===== config.mk =====
export PLATFORM = sky130hd
export DESIGN_NAME = spi_pause_ctrl
export DESIGN_NICKNAME = d
export VERILOG_FILES = /design/src/rtl/spi_pause_pkg.sv /design/src/rtl/spi_pause_sync.sv /design/src/rtl/spi_pause_edge.sv /design/src/rtl/spi_pause_fsm.sv /design/src/rtl/spi_pause_bitcnt.sv /design/src/rtl/spi_pause_ctrl.sv
export SDC_FILE = /design/constraint.sdc
export NUM_CORES = 1
export LEC_CHECK = 0
export ABC_AREA = 1
export BUFFER_PORTS_ARGS = -buffer_cell sky130_fd_sc_hd__clkbuf_2
export CAP_MARGIN = 30
export CORE_MARGIN = 2
export CORE_UTILIZATION = 52
export DETAILED_ROUTE_END_ITERATION = 10
export GPL_TIMING_DRIVEN = 0
export PLACE_DENSITY_LB_ADDON = 0.15
export SETUP_SLACK_MARGIN = 0.02
export SLEW_MARGIN = 5
export SYNTH_ARGS = -nofsm -noshare
export SYNTH_HDL_FRONTEND = slang
export SYNTH_SLANG_ARGS = --single-unit

===== constraint.sdc =====
create_clock -name clk -period 2.5 [get_ports clk]
set_input_delay 0.25 -clock clk [delete_from_list [all_inputs] [get_ports clk]]
set_output_delay 0.25 -clock clk [all_outputs]
set_load 0.02 [all_outputs]

===== src/rtl/spi_pause_pkg.sv =====
package spi_pause_pkg;
  typedef enum logic [1:0] {
    ST_RUN  = 2'd0,
    ST_PEND = 2'd1,
    ST_HOLD = 2'd2
  } pause_st_t;
endpackage


===== src/rtl/spi_pause_sync.sv =====
module spi_pause_sync #(
  parameter int               WIDTH   = 4,
  parameter int               STAGES  = 2,
  parameter logic [WIDTH-1:0] RST_VAL = '0
) (
  input  logic             clk,
  input  logic             rst,
  input  logic [WIDTH-1:0] d,
  output logic [WIDTH-1:0] q
);
  logic [STAGES-1:0][WIDTH-1:0] stg;

  always_ff @(posedge clk) begin
    if (rst) stg <= {STAGES{RST_VAL}};
    else     stg <= {stg[STAGES-2:0], d};
  end

  assign q = stg[STAGES-1];
endmodule


===== src/rtl/spi_pause_edge.sv =====
module spi_pause_edge #(
  parameter int               WIDTH   = 2,
  parameter logic [WIDTH-1:0] RST_VAL = '0
) (
  input  logic             clk,
  input  logic             rst,
  input  logic [WIDTH-1:0] lvl,
  output logic [WIDTH-1:0] rise,
  output logic [WIDTH-1:0] fall
);
  logic [WIDTH-1:0] prev;

  always_ff @(posedge clk) begin
    if (rst) prev <= RST_VAL;
    else     prev <= lvl;
  end

  for (genvar i = 0; i < WIDTH; i++) begin : g_det
    assign rise[i] =  lvl[i] & ~prev[i];
    assign fall[i] = ~lvl[i] &  prev[i];
  end
endmodule


===== src/rtl/spi_pause_fsm.sv =====
module spi_pause_fsm
  import spi_pause_pkg::*;
(
  input  logic      clk,
  input  logic      rst,
  input  logic      sel,
  input  logic      sck_lvl,
  input  logic      sck_fall,
  input  logic      hold_lvl,
  input  logic      hold_rise,
  output pause_st_t st_q,
  output pause_st_t st_nx
);
  always_comb begin
    st_nx = st_q;
    if (!sel) begin
      st_nx = ST_RUN;
    end else begin
      unique case (st_q)
        ST_RUN:  if (!hold_lvl) st_nx = sck_lvl ? ST_PEND : ST_HOLD;
        ST_PEND: if (hold_lvl) st_nx = ST_RUN;
                 else if (sck_fall) st_nx = ST_HOLD;
        ST_HOLD: if (hold_rise && !sck_lvl) st_nx = ST_RUN;
        default: st_nx = ST_RUN;
      endcase
    end
  end

  always_ff @(posedge clk) begin
    if (rst) st_q <= ST_RUN;
    else     st_q <= st_nx;
  end
endmodule


===== src/rtl/spi_pause_bitcnt.sv =====
module spi_pause_bitcnt #(
  parameter int  WORD_BITS = 8,
  localparam int CNT_W     = $clog2(WORD_BITS)
) (
  input  logic             clk,
  input  logic             rst,
  input  logic             clr,
  input  logic             step,
  output logic [CNT_W-1:0] cnt
);
  localparam logic [CNT_W-1:0] LAST = CNT_W'(WORD_BITS - 1);

  always_ff @(posedge clk) begin
    if (rst || clr)   cnt <= '0;
    else if (step)    cnt <= (cnt == LAST) ? '0 : cnt + 1'b1;
  end
endmodule


===== src/rtl/spi_pause_ctrl.sv =====
module spi_pause_ctrl
  import spi_pause_pkg::*;
#(
  parameter int  WORD_BITS   = 8,
  parameter int  SYNC_STAGES = 2,
  localparam int CNT_W       = $clog2(WORD_BITS)
) (
  input  logic             clk,
  input  logic             rst,
  input  logic             sck_pin,
  input  logic             cs_n_pin,
  input  logic             hold_n_pin,
  input  logic             si_pin,
  output logic             shift_en,
  output logic             shift_bit,
  output logic             out_upd,
  output logic             out_en,
  output logic             paused,
  output logic [CNT_W-1:0] bit_pos
);
  // synchronized pin vector: {si, hold_n, cs_n, sck}
  logic [3:0] pins_s;
  logic       sck_s, cs_s, hold_s, si_s;
  logic [1:0] rise, fall;
  logic       sck_rise, sck_fall, hold_rise;
  logic       sel, shift_go;
  pause_st_t  st_q, st_nx;

  spi_pause_sync #(.WIDTH(4), .STAGES(SYNC_STAGES), .RST_VAL(4'b0110)) u_sync (
    .clk(clk), .rst(rst),
    .d({si_pin, hold_n_pin, cs_n_pin, sck_pin}),
    .q(pins_s)
  );

  assign sck_s  = pins_s[0];
  assign cs_s   = pins_s[1];
  assign hold_s = pins_s[2];
  assign si_s   = pins_s[3];
  assign sel    = ~cs_s;

  spi_pause_edge #(.WIDTH(2), .RST_VAL(2'b10)) u_edge (
    .clk(clk), .rst(rst),
    .lvl({hold_s, sck_s}),
    .rise(rise), .fall(fall)
  );

  assign sck_rise  = rise[0];
  assign sck_fall  = fall[0];
  assign hold_rise = rise[1];

  spi_pause_fsm u_fsm (
    .clk(clk), .rst(rst), .sel(sel),
    .sck_lvl(sck_s), .sck_fall(sck_fall),
    .hold_lvl(hold_s), .hold_rise(hold_rise),
    .st_q(st_q), .st_nx(st_nx)
  );

  assign shift_go = sel & sck_rise & (st_q != ST_HOLD);

  spi_pause_bitcnt #(.WORD_BITS(WORD_BITS)) u_cnt (
    .clk(clk), .rst(rst), .clr(~sel), .step(shift_go), .cnt(bit_pos)
  );

  always_ff @(posedge clk) begin
    if (rst) begin
      shift_en  <= 1'b0;
      shift_bit <= 1'b0;
      out_upd   <= 1'b0;
      out_en    <= 1'b0;
    end else begin
      shift_en <= shift_go;
      if (shift_go) shift_bit <= si_s;
      out_upd  <= sel & sck_fall & hold_s & (st_q == ST_RUN);
      out_en   <= sel & hold_s & (st_nx != ST_HOLD);
    end
  end

  assign paused = (st_q == ST_HOLD);
endmodule


# After elaboration in Yosys (flattened, before gate mapping)
# Cells that the tools add are included.
# op_classes
addsub	1
n_eq_ne	5
muxes	8
bitwise	14
reduce_logical	4
# ops
operator	count
two-way mux 2 bit	6
bitwise AND 1 bit	10
one-hot mux 2 bit (3 select lines)	1
!= test 2 bit, second input constant	2
inverter 1 bit	4
adder 3 x 1 -> 3 bit, second input constant	1
== test 3 bit, second input constant	1
two-way mux 3 bit	1
== test 2 x 1 -> 1 bit, second input constant	1
== test 2 bit, second input constant	1
zero test 2 bit	1
logical AND 1 bit	1
zero test 1 bit	1
logical OR 1 bit	1
# word_totals
register_bits	19
input_bits	6
output_inout_bits	8
word_cells	41

# Logic depth before layout (Yosys ltp)
# Gate-level depths: netlist (run 1).
# logic_depth
ltp_word	8
mapped_depth	7

# By module
# From an unflattened synthesis (run 1), not the netlist that was laid out.
# unflattened
hier_cells	112
area_unflattened_um2	789.5
# by_module_without_submodules
mod	instances	cells_each	area_per_inst_um2	seq_area_each_um2
spi_pause_sync	1	29	254.0	160.2
spi_pause_ctrl	1	25	168.9	80.1
spi_pause_bitcnt	1	19	142.6	60.1
spi_pause_fsm	1	26	142.6	40.0
spi_pause_edge	1	13	81.3	40.0

# Worst setup path before layout (run 1)
# Ideal clock, no wire load.
# synth_path
path_type	register -> register
start	register u_cnt.cnt[0]
end	register u_cnt.cnt[1]
setup_ps	113
t_arrival_ps	1009
t_required_ps	2387
path_slack_ps	1378
stages_incl_launch_ff	8
path_buffers	0
period_less_slack_ps	1122
path_cell_list	dfxtp_1 ha_1 ha_1 inv_1 nand2_1 nand2_1 o21ai_1 nor2_1
# synth_between
elab_chain_cells	2
elab_cells_between_ends	3
cone_classes	add/sub: 1; eq/ne: 1; mux: 1
# synth_lines
element	line	text
from (decl)	spi_pause_bitcnt.sv:9	output logic [CNT_W-1:0] cnt
from (signal assigned)	spi_pause_bitcnt.sv:15	else if (step) cnt <= (cnt == LAST) ? '0 : cnt + 1'b1;
adder 3 x 1 -> 3 bit or == test 3 bit (tied branches)	spi_pause_bitcnt.sv:15	
two-way mux 3 bit (*)	spi_pause_bitcnt.sv:15	
# Every way passes the cells marked *; elsewhere a longest branch is shown, timed or not.
# A chain may end at the register's enable or synchronous reset.

# Final worst setup path (run 1)
# layout_path
start	register u_fsm.st_q[1]
end	output paused
# layout_between
elab_chain_cells	1
# layout_lines
element	line	text
from (decl)	spi_pause_fsm.sv:11	output pause_st_t st_q,
from (signal assigned)	spi_pause_fsm.sv:31	else st_q <= st_nx;
== test 2 bit	spi_pause_ctrl.sv:78	assign paused = (st_q == ST_HOLD);
to (decl)	spi_pause_ctrl.sv:18	output logic paused,
# No other way between the ends.

==> results of run 1 <==
-- logic make-up after synthesis --
family	after synthesis
simple gates	38
flops	19
buf+inv	18
compound gates	7
fa+ha+maj	2
-- state kept, by name, summed over array words and instances (netlist names) --
register	flops
shift_bit	1
u_edge.prev	2
u_sync.stg	4
shift_en	1
out_en	1
out_upd	1
u_fsm.st_q	2
u_sync.q	4
u_cnt.cnt	3
-- worst min path at each step --
stage | start | to
finish | sck_pin | u_sync.stg[0]
global route | sck_pin | u_sync.stg[0]
CTS | sck_pin | u_sync.stg[0]
detailed placement | u_sync.stg[3] | u_sync.q[3]
global placement | u_sync.stg[3] | u_sync.q[3]
floorplan | cs_n_pin | u_sync.stg[1]
-- report_power, final --
part	leakage, µW	switching, µW	internal [µW]	total [µW]
clock	0.0000150	83.6	62.0	146
sequential	0.000155	3.01	310	313
combinational	0.000231	12.5	9.65	22.1
-- per-layer routing --
metal / GRT usage [%] / wire length (µm)
met1: 16.4 / 499
met2: 26.6 / 458
met3: 4.89 / 40
met4: 12.5 / 14
met5: 0 / 0
-- through the flow --
stage / cell area, µm² / hold slack (ns) / power [µW]
finish: 810 / 0.138 / 481
global route: 810 / 0.119 / 507
CTS: 810 / 0.123 / 493
detailed placement: 783 / 0.396 / 343
global placement: 783 / 0.390 / 342
floorplan: 699 / 0.354 / 335
-- critical path, stage by stage, from the launching register on --
cell	delay, ns
dfxtp_1	0.41
inv_2	0.07
nor2_4	0.13
clkbuf_2	0.19
-- cells in the final DEF, fill, tap and decap left out --
| cell type | instances |
|---|---|
| a21oi_1 | 2 |
| buf_2 | 1 |
| clkbuf_1 | 1 |
| clkbuf_2 | 13 |
| clkbuf_4 | 3 |
| dfxtp_1 | 19 |
| ha_1 | 2 |
| inv_1 | 13 |
| inv_2 | 4 |
| nand2_1 | 5 |
| nand3_1 | 7 |
| nand3_2 | 1 |
| nor2_1 | 16 |
| nor2_2 | 2 |
| nor2_4 | 2 |
| nor4_1 | 1 |
| o21ai_0 | 4 |
| o21ai_1 | 1 |
| or2_2 | 4 |
-- final cells by class --
class | count | share of cell area (%)
multi-input cells | 47 | 30.9
clock buffers | 4 | 3.25
inverters | 17 | 7.88
repair buffers | 13 | 8.04
well taps | 15 | 2.32
plain buffers | 1 | 0.618
flip-flops and latches | 19 | 47.0
==> results.tsv, run 1 <==
stage	metric	value	unit
layout	drive_gt1_share	29.7	%
routing	drt_iter0_markers	9	
placed_design	pre_cts_ws	1.42	ns
floorplan	placementRows	13	
floorplan	die_area	1650	µm²
grt	grt_start_max_net_pins	11	
logic_synthesis	syn_avg_cell_area	8.33	µm²
grt	grt_pass1_vias	428	
logic_synthesis	synth_top_family_by_area	simple AND/OR/NAND/NOR gates	
power_and_ir_drop	p_per_area	594	nW/µm²
timing	tns	0	ns
clock_tree	clock_latency	0.29	ns
logic_synthesis	yosysTopAreaCell	dfxtp_1	
layout	nNetsFinal	110	
grt	antenna_found_initial	0	
grt	grt-ovfl-total	0	
worst_setup_path	r2r_cells	7	
placed_design	port_buffers	13	
clock_tree	cts_resized	0	
worst_hold_path	hold_class	in2reg	
worst_setup_path	r2r-start	u_cnt.cnt[0]	
timing	setup_ws	1.17	ns
worst_setup_path	path_max_fanout	4	
clock_tree	clock_path_buffers	2	
layout	multiInputGateArea	250	µm²
placed_design	dp_cells	112	
worst_setup_path	critPathCaptureType	primary output	
logic_synthesis	yosys.cell_count.top_type	dfxtp_1	
logic_synthesis	yosys-top-cells-area	dfxtp_1 (54%), nor2_1 (8.6%), inv_1 (7.0%)	
placed_design	place_congestion	0.789	
grt	grt_pass1_wl	1.64	mm
layout	diodes	0	
routing	antenna_left	0	
worst_setup_path	startpoint_type	register	
worst_setup_path	reg2reg_to	u_cnt.cnt[1]	
logic_synthesis	async_flop_share	0	%
power_and_ir_drop	p_leak	0.000401	µW
layout	finalNonFillerCells	116	
layout	utilization	63.0	%
floorplan	num_io_pins	14	
routing	dr_total_vias	524	
worst_setup_path	cp.required	2.25	ns
logic_synthesis	synthAdderAreaFrac	3.58	%
timing	clock_skew	0.00382	ns
clock_tree	post-cts-setup-buffers	0	
worst_setup_path	crit_type	reg2out	
clock_tree	clkTransAtPathRegs	0.10	ns
floorplan	start_util	54.4	%
routing	wire_per_inst	8.72	µm
logic_synthesis	synth_area	699	µm²
clock_tree	numCtsBuffers	3	
timing	hold_viol_final	0	
worst_setup_path	crit_start	u_fsm.st_q[1]	
clock_tree	clockRootBuffer	clkbuf_4	
worst_setup_path	arrival	1.08	ns
power_and_ir_drop	ir_drop	0.437	mV
logic_synthesis	synthesis.nets	92	
timing	rsz0062_at_grt	no	
worst_setup_path	regToRegSetupSlack	1.42	ns
routing	drc_errors	0	
worst_hold_path	hold_path_depth	3	
timing	finalCritPeriodShare	53.4	%
clock_tree	cts.sinks	19	
layout	fill_cells	116	
clock_tree	cts_max_level	1	
logic_synthesis	yosys_register_bits	19	
timing	clock.fmax	750	MHz
timing	fin_crit	1.33	ns
logic_synthesis	synth_compound_area_share	5.01	%
clock_tree	cts_tree	built	
layout	area.sequential	380	µm²
timing	finalSetupViolations	0	
logic_synthesis	synth_mux_area_share	0	%
logic_synthesis	synthXorXnorAreaFrac	0	%
logic_synthesis	synth_cell_types	16	
job	drv_cap	0	
logic_synthesis	ys_warn_count	0	
placed_design	dp_hpwl	774	µm
grt	grt_usage	15.9	%
routing	vias_per_cell	4.52	
logic_synthesis	synth_seq_area_share	54.4	%
floorplan	core_area	1280	µm²
logic_synthesis	synth-edff-count	0	
routing	drt-pass1-iter-count	4	
clock_tree	holdBufCountCts	0	
logic_synthesis	synth-main-ff-cell	dfxtp_1	
logic_synthesis	synth_top_area_share	54.4	%
logic_synthesis	netlist_top_cells_count	dfxtp_1 (19), nor2_1 (16), inv_1 (13)	
floorplan	die_w	40.7	µm
layout	syn_to_final_growth	15.7	%
status	status	finished, final reports clean	
timing	slew_viol_final	0	
routing	postRouteWirelength	1.01	mm
timing	tightestPinTransition	0.202	ns
floorplan	fp.dieH	40.7	µm
logic_synthesis	synthCells	84	
worst_setup_path	cp-endpoint	paused	
timing	slew_headroom	86.4	%
logic_synthesis	synth-simple-area-share	27.2	%
Note: power is estimated with default switching activity, not from simulation.
==> inputs of run 2 (changes only) <==
--- a/config.mk
+++ b/config.mk
@@ -9,7 +9,7 @@
 export BUFFER_PORTS_ARGS = -buffer_cell sky130_fd_sc_hd__clkbuf_2
 export CAP_MARGIN = 30
 export CORE_MARGIN = 2
-export CORE_UTILIZATION = 52
+export CORE_UTILIZATION = 50
 export DETAILED_ROUTE_END_ITERATION = 10
 export GPL_TIMING_DRIVEN = 0
 export PLACE_DENSITY_LB_ADDON = 0.15
==> constraint.sdc (replaced) <==
create_clock -name clk -period 1.38 [get_ports clk]
set_input_delay 0.138 -clock clk [delete_from_list [all_inputs] [get_ports clk]]
set_output_delay 0.138 -clock clk [all_outputs]
set_load 0.02 [all_outputs]
==> results.tsv, run 2 (same netlist as run 1, synthesis figures left out) <==
stage	metric	value	unit	change
timing	slew_headroom	86.8	%	was 86.4%
grt	grt-ovfl-total	0		unchanged
power_and_ir_drop	p_leak	0.000404	µW	was 0.000401 µW
placed_design	dp_cells	112		unchanged
timing	clock_skew	0.00411	ns	was 0.00382 ns
timing	tightestPinTransition	0.196	ns	was 0.202 ns
clock_tree	clock_latency	0.30	ns	was 0.29 ns
routing	dr_total_vias	534		was 524
clock_tree	clockRootBuffer	clkbuf_4		unchanged
grt	grt_start_max_net_pins	12		was 11
worst_setup_path	crit_start	u_fsm.st_q[1]		unchanged
worst_setup_path	crit_type	reg2out		unchanged
layout	layout_commonest_cell	dfxtp_1		unchanged
worst_setup_path	cp.required	1.24	ns	was 2.25 ns
job	drv_cap	0		unchanged
placed_design	place_congestion	0.788		was 0.789
clock_tree	cts_tree	built		unchanged
worst_setup_path	arrival	1.11	ns	was 1.08 ns
floorplan	core_area	1300	µm²	was 1280 µm²
timing	hold_viol_final	0		unchanged
timing	whs	0.0104	ns	was 0.138 ns
clock_tree	clock_path_buffers	2		unchanged
grt	grt_usage	13.9	%	was 15.9%
routing	drt_iter0_markers	11		was 9
routing	drc_errors	0		unchanged
worst_setup_path	cpMaxStageDelayCell	dfxtp_1		unchanged
layout	nNetsFinal	110		unchanged
routing	drt-pass1-iter-count	4		unchanged
layout	utilization	62.3	%	was 63.0%
clock_tree	post-cts-setup-buffers	0		unchanged
worst_setup_path	max_stage_delay	0.42	ns	was 0.41 ns
placed_design	port_buffers	13		unchanged
power_and_ir_drop	ir_drop	0.643	mV	was 0.437 mV
floorplan	start_util	53.8	%	was 54.4%
timing	rsz0062_at_grt	no		unchanged
layout	layout_common_cells	dfxtp_1 (19), nor2_1 (16), inv_1 (13), clkbuf_2 (13), nand3_1 (7)		unchanged
routing	wire_per_inst	8.97	µm	was 8.72 µm
floorplan	fp.dieH	41.4	µm	was 40.7 µm
layout	syn_to_final_growth	15.9	%	was 15.7%
timing	clock.fmax	799	MHz	
timing	setup_ws	0.129	ns	was 1.17 ns
clock_tree	cts_max_level	1		unchanged
routing	postRouteWirelength	1.04	mm	was 1.01 mm
floorplan	placementRows	13		unchanged
worst_setup_path	startpoint_type	register		unchanged
grt	grt_pass1_vias	498		was 428
layout	diodes	0		unchanged
layout	drive_gt1_share	30.7	%	was 29.7%
placed_design	pre_cts_ws	0.340	ns	was 1.42 ns
floorplan	die_w	41.4	µm	was 40.7 µm
grt	grt_pass1_wl	1.81	mm	was 1.64 mm
routing	antenna_left	0		unchanged
timing	finalCritPeriodShare	90.7	%	
clock_tree	cts_resized	0		unchanged
routing	vias_per_cell	4.60		was 4.52
grt	antenna_found_initial	0		unchanged
timing	tns	0	ns	unchanged
worst_setup_path	r2r-start	u_cnt.cnt[0]		unchanged
worst_setup_path	path_max_fanout	4		unchanged
worst_setup_path	crit_chain	inv_2 > nor2_4 > clkbuf_2		unchanged
clock_tree	numCtsBuffers	3		unchanged
floorplan	die_area	1710	µm²	was 1650 µm²
power_and_ir_drop	p_per_area	1090	nW/µm²	was 594 nW/µm²
status	status	finished, final reports clean		unchanged
clock_tree	cts.sinks	19		unchanged
clock_tree	holdBufCountCts	0		unchanged
timing	slew_viol_final	0		unchanged
worst_setup_path	critPathCaptureType	primary output		unchanged
placed_design	dp_hpwl	790	µm	was 774 µm
worst_hold_path	hold_start	hold_n_pin		was sck_pin
floorplan	num_io_pins	14		unchanged
worst_hold_path	hold_class	in2reg		unchanged
clock_tree	clkTransAtPathRegs	0.11	ns	was 0.10 ns
timing	fin_crit	1.25	ns	
timing	finalSetupViolations	0		unchanged
layout	finalNonFillerCells	116		unchanged
-- run 2: cell types whose count changed in the layout (fill, tap and decap cells not counted) --
cell,change
clkinv_2,+1
clkbuf_1,-1
-- run 2: final cells by class --
type,instances,area (µm²)
fillers,117,490
flip-flops and latches,19,380
multi-input cells,47,250
repair buffers,13,65.1
inverters,17,63.8
clock buffers,3,22.5
well taps,15,18.8
clock inverters,1,5.00
plain buffers,1,5.00
-- run 2: layer usage --
layer | part of all wire, % | global-route usage (%)
met1 | 47 | 14.6
met2 | 44 | 23.1
met3 | 5.2 | 3.04
met4 | 3.6 | 11.6
met5 | 0 | 0
-- run 2: worst max-delay path: cells and delay by family (launching register included) --
family,cells,cell delay (ns)
flip-flops,1,0.42
AND/OR/NAND/NOR,1,0.13
buffers and inverters,2,0.26
-- run 2: through the flow --
step / instance area [µm²] / power [µW]
after floorplan: 699 / 606
after global placement: 783 / 620
after detailed placement: 783 / 621
after CTS: 811 / 894
after global routing: 811 / 924
final: 811 / 884
-- run 2: where the power goes --
| part | total, µW | internal, µW | switching (µW) |
|---|---|---|---|
| registers | 568 | 562 | 5.47 |
| logic | 40.1 | 17.5 | 22.6 |
| clock network | 277 | 108 | 169 |
-- run 2: worst paths after layout --
kind | to | slack (ns) | cells after the start
worst max-delay path | paused | 0.13 | 3
worst min-delay path | u_sync.stg[2] | 0.01 | 2
worst min register to register | u_sync.q[0] | 0.41 | 2
worst max register to register | u_cnt.cnt[1] | 0.32 | 7
==> inputs of run 3 (changes only) <==
--- a/config.mk
+++ b/config.mk
@@ -9,7 +9,7 @@
 export BUFFER_PORTS_ARGS = -buffer_cell sky130_fd_sc_hd__clkbuf_2
 export CAP_MARGIN = 30
 export CORE_MARGIN = 2
-export CORE_UTILIZATION = 50
+export CORE_UTILIZATION = 46
 export DETAILED_ROUTE_END_ITERATION = 10
 export GPL_TIMING_DRIVEN = 0
 export PLACE_DENSITY_LB_ADDON = 0.15
==> results.tsv, run 3 (same netlist as run 1, synthesis figures left out) <==
stage	metric	value	unit	change
clock_tree	clock_path_buffers	2		unchanged
clock_tree	clockRootBuffer	clkbuf_4		unchanged
worst_setup_path	cp.required	1.24	ns	about the same
layout	layout_commonest_cell	dfxtp_1		unchanged
worst_setup_path	regToRegSetupSlack	0.33	ns	was 0.32 ns
grt	grt_pass1_wl	1.74	mm	was 1.81 mm
placed_design	dp_cells	113		was 112
routing	wl_met3	44	µm	was 54 µm
worst_setup_path	path_max_fanout	4		unchanged
worst_setup_path	arrival	1.09	ns	was 1.11 ns
timing	clock_skew	0.0117	ns	was 0.00411 ns
worst_hold_path	hold_start	si_pin		was hold_n_pin
power_and_ir_drop	p_per_area	1090	nW/µm²	about the same
worst_setup_path	crit_type	reg2out		unchanged
layout	syn_to_final_growth	16.1	%	was 15.9%
clock_tree	cts_max_level	1		unchanged
grt	antenna_found_initial	0		unchanged
layout	diodes	0		unchanged
layout	nNetsFinal	110		unchanged
placed_design	place_congestion	0.793		was 0.788
floorplan	start_util	47.5	%	was 53.8%
clock_tree	cts.sinks	19		unchanged
worst_setup_path	r2r-start	u_cnt.cnt[0]		unchanged
routing	vias_per_cell	4.57		was 4.60
placed_design	port_buffers	13		unchanged
timing	slew_headroom	85.9	%	was 86.8%
timing	setup_ws	0.155	ns	was 0.129 ns
clock_tree	post-cts-setup-buffers	0		unchanged
routing	dr_total_vias	535		was 534
floorplan	num_io_pins	14		unchanged
timing	rsz0062_at_grt	no		unchanged
floorplan	fp.dieH	43.0	µm	was 41.4 µm
routing	met1_length	471	µm	was 491 µm
placed_design	dp_hpwl	862	µm	was 790 µm
status	status	finished, final reports clean		unchanged
timing	clock.fmax	817	MHz	was 799 MHz
clock_tree	holdBufCountCts	0		unchanged
timing	tightestPinTransition	0.209	ns	was 0.196 ns
worst_setup_path	startpoint_type	register		unchanged
floorplan	die_area	1850	µm²	was 1710 µm²
worst_setup_path	critPathCaptureType	primary output		unchanged
floorplan	core_area	1470	µm²	was 1300 µm²
routing	drt_iter0_markers	8		was 11
layout	layout_common_cells	dfxtp_1 (19), nor2_1 (16), inv_1 (13), clkbuf_2 (13), nand3_1 (7)		unchanged
timing	finalCritPeriodShare	88.7	%	was 90.7%
floorplan	placementRows	14		was 13
clock_tree	cts_resized	0		unchanged
grt	grt_start_max_net_pins	12		unchanged
routing	antenna_left	0		unchanged
floorplan	die_w	43.0	µm	was 41.4 µm
timing	fin_crit	1.22	ns	was 1.25 ns
clock_tree	clkTransAtPathRegs	0.12	ns	was 0.11 ns
grt	grt-ovfl-total	0		unchanged
grt	grt_pass1_vias	431		was 498
clock_tree	clock_latency	0.29	ns	was 0.30 ns
routing	drc_errors	0		unchanged
timing	finalSetupViolations	0		unchanged
clock_tree	cts_tree	built		unchanged
power_and_ir_drop	p_leak	0.000404	µW	unchanged
timing	slew_viol_final	0		unchanged
layout	fin_area	812	µm²	was 811 µm²
routing	postRouteWirelength	1.07	mm	was 1.04 mm
timing	hold_viol_final	0		unchanged
routing	highest_layer	met4		unchanged
placed_design	pre_cts_ws	0.346	ns	was 0.340 ns
routing	wire_per_inst	9.15	µm	was 8.97 µm
worst_setup_path	reg2reg_to	u_cnt.cnt[2]		was u_cnt.cnt[1]
worst_hold_path	hold_end	u_sync.stg[3]		was u_sync.stg[2]
placed_design	dpl_cell_area	785	µm²	was 783 µm²
grt	grt_usage	12.5	%	was 13.9%
timing	tns	0	ns	unchanged
routing	wl_met2	544	µm	was 457 µm
timing	whs	0.0160	ns	was 0.0104 ns
worst_hold_path	hold_class	in2reg		unchanged
layout	finalNonFillerCells	117		was 116
clock_tree	numCtsBuffers	3		unchanged
worst_setup_path	r2r_cells	4		was 7
routing	drt-pass1-iter-count	4		unchanged
job	drv_cap	0		unchanged
layout	drive_gt1_share	30.7	%	unchanged
worst_hold_path	hold_path_depth	3		was 2
power_and_ir_drop	ir_drop	0.822	mV	was 0.643 mV
## run 3: layout make-up
cell class | instances | area, µm²
Clock inverter | 1 | 5.00
Multi-Input combinational cell | 47 | 250
Sequential cell | 19 | 380
Clock buffer | 3 | 22.5
Fill cell | 155 | 659
Timing Repair Buffer | 13 | 65.1
Tap cell | 16 | 20.0
Inverter | 17 | 63.8
Buffer | 1 | 5.00
## run 3: metrics by stage
| stage | util [%] | total power [µW] |
|---|---|---|
| after floorplan | - | 606 |
| after global placement | 53.3 | 620 |
| after detailed placement | 53.3 | 622 |
| after CTS | 55.2 | 895 |
| after global routing | 55.2 | 915 |
| final | 55.2 | 884 |
## run 3: power breakdown
| part | internal, µW | total (µW) | switching [µW] |
|---|---|---|---|
| Clock | 108 | 276 | 168 |
| Combinational | 17.5 | 40.1 | 22.6 |
| Sequential | 562 | 568 | 5.58 |
| Total | 687 | 884 | 196 |
## run 3: worst max path at each step
stage	depth (start not counted)	startpoint	to	slack (ns)
2_1_floorplan	7	u_cnt.cnt[0]	u_cnt.cnt[1]	0.26
3_3_place_gp	4	u_cnt.cnt[0]	u_cnt.cnt[2]	0.34
3_5_place_dp	4	u_cnt.cnt[0]	u_cnt.cnt[2]	0.35
4_1_cts	3	u_fsm.st_q[1]	paused	0.14
5_1_grt	3	u_fsm.st_q[1]	paused	0.09
6_report	3	u_fsm.st_q[1]	paused	0.16
## run 3: worst max-delay path, stage by stage (launching register included)
cell	delay, ns
dfxtp_1	0.42
inv_2	0.07
nor2_4	0.13
clkbuf_2	0.19
## run 3: layer usage
| layer | global-route usage (%) | vias up |
|---|---|---|
| met5 | 0 | - |
| met4 | 5.45 | 0 |
| met3 | 2.55 | 2 |
| met2 | 21.8 | 12 |
| met1 | 14.8 | 229 |
| li1 | - | 292 |
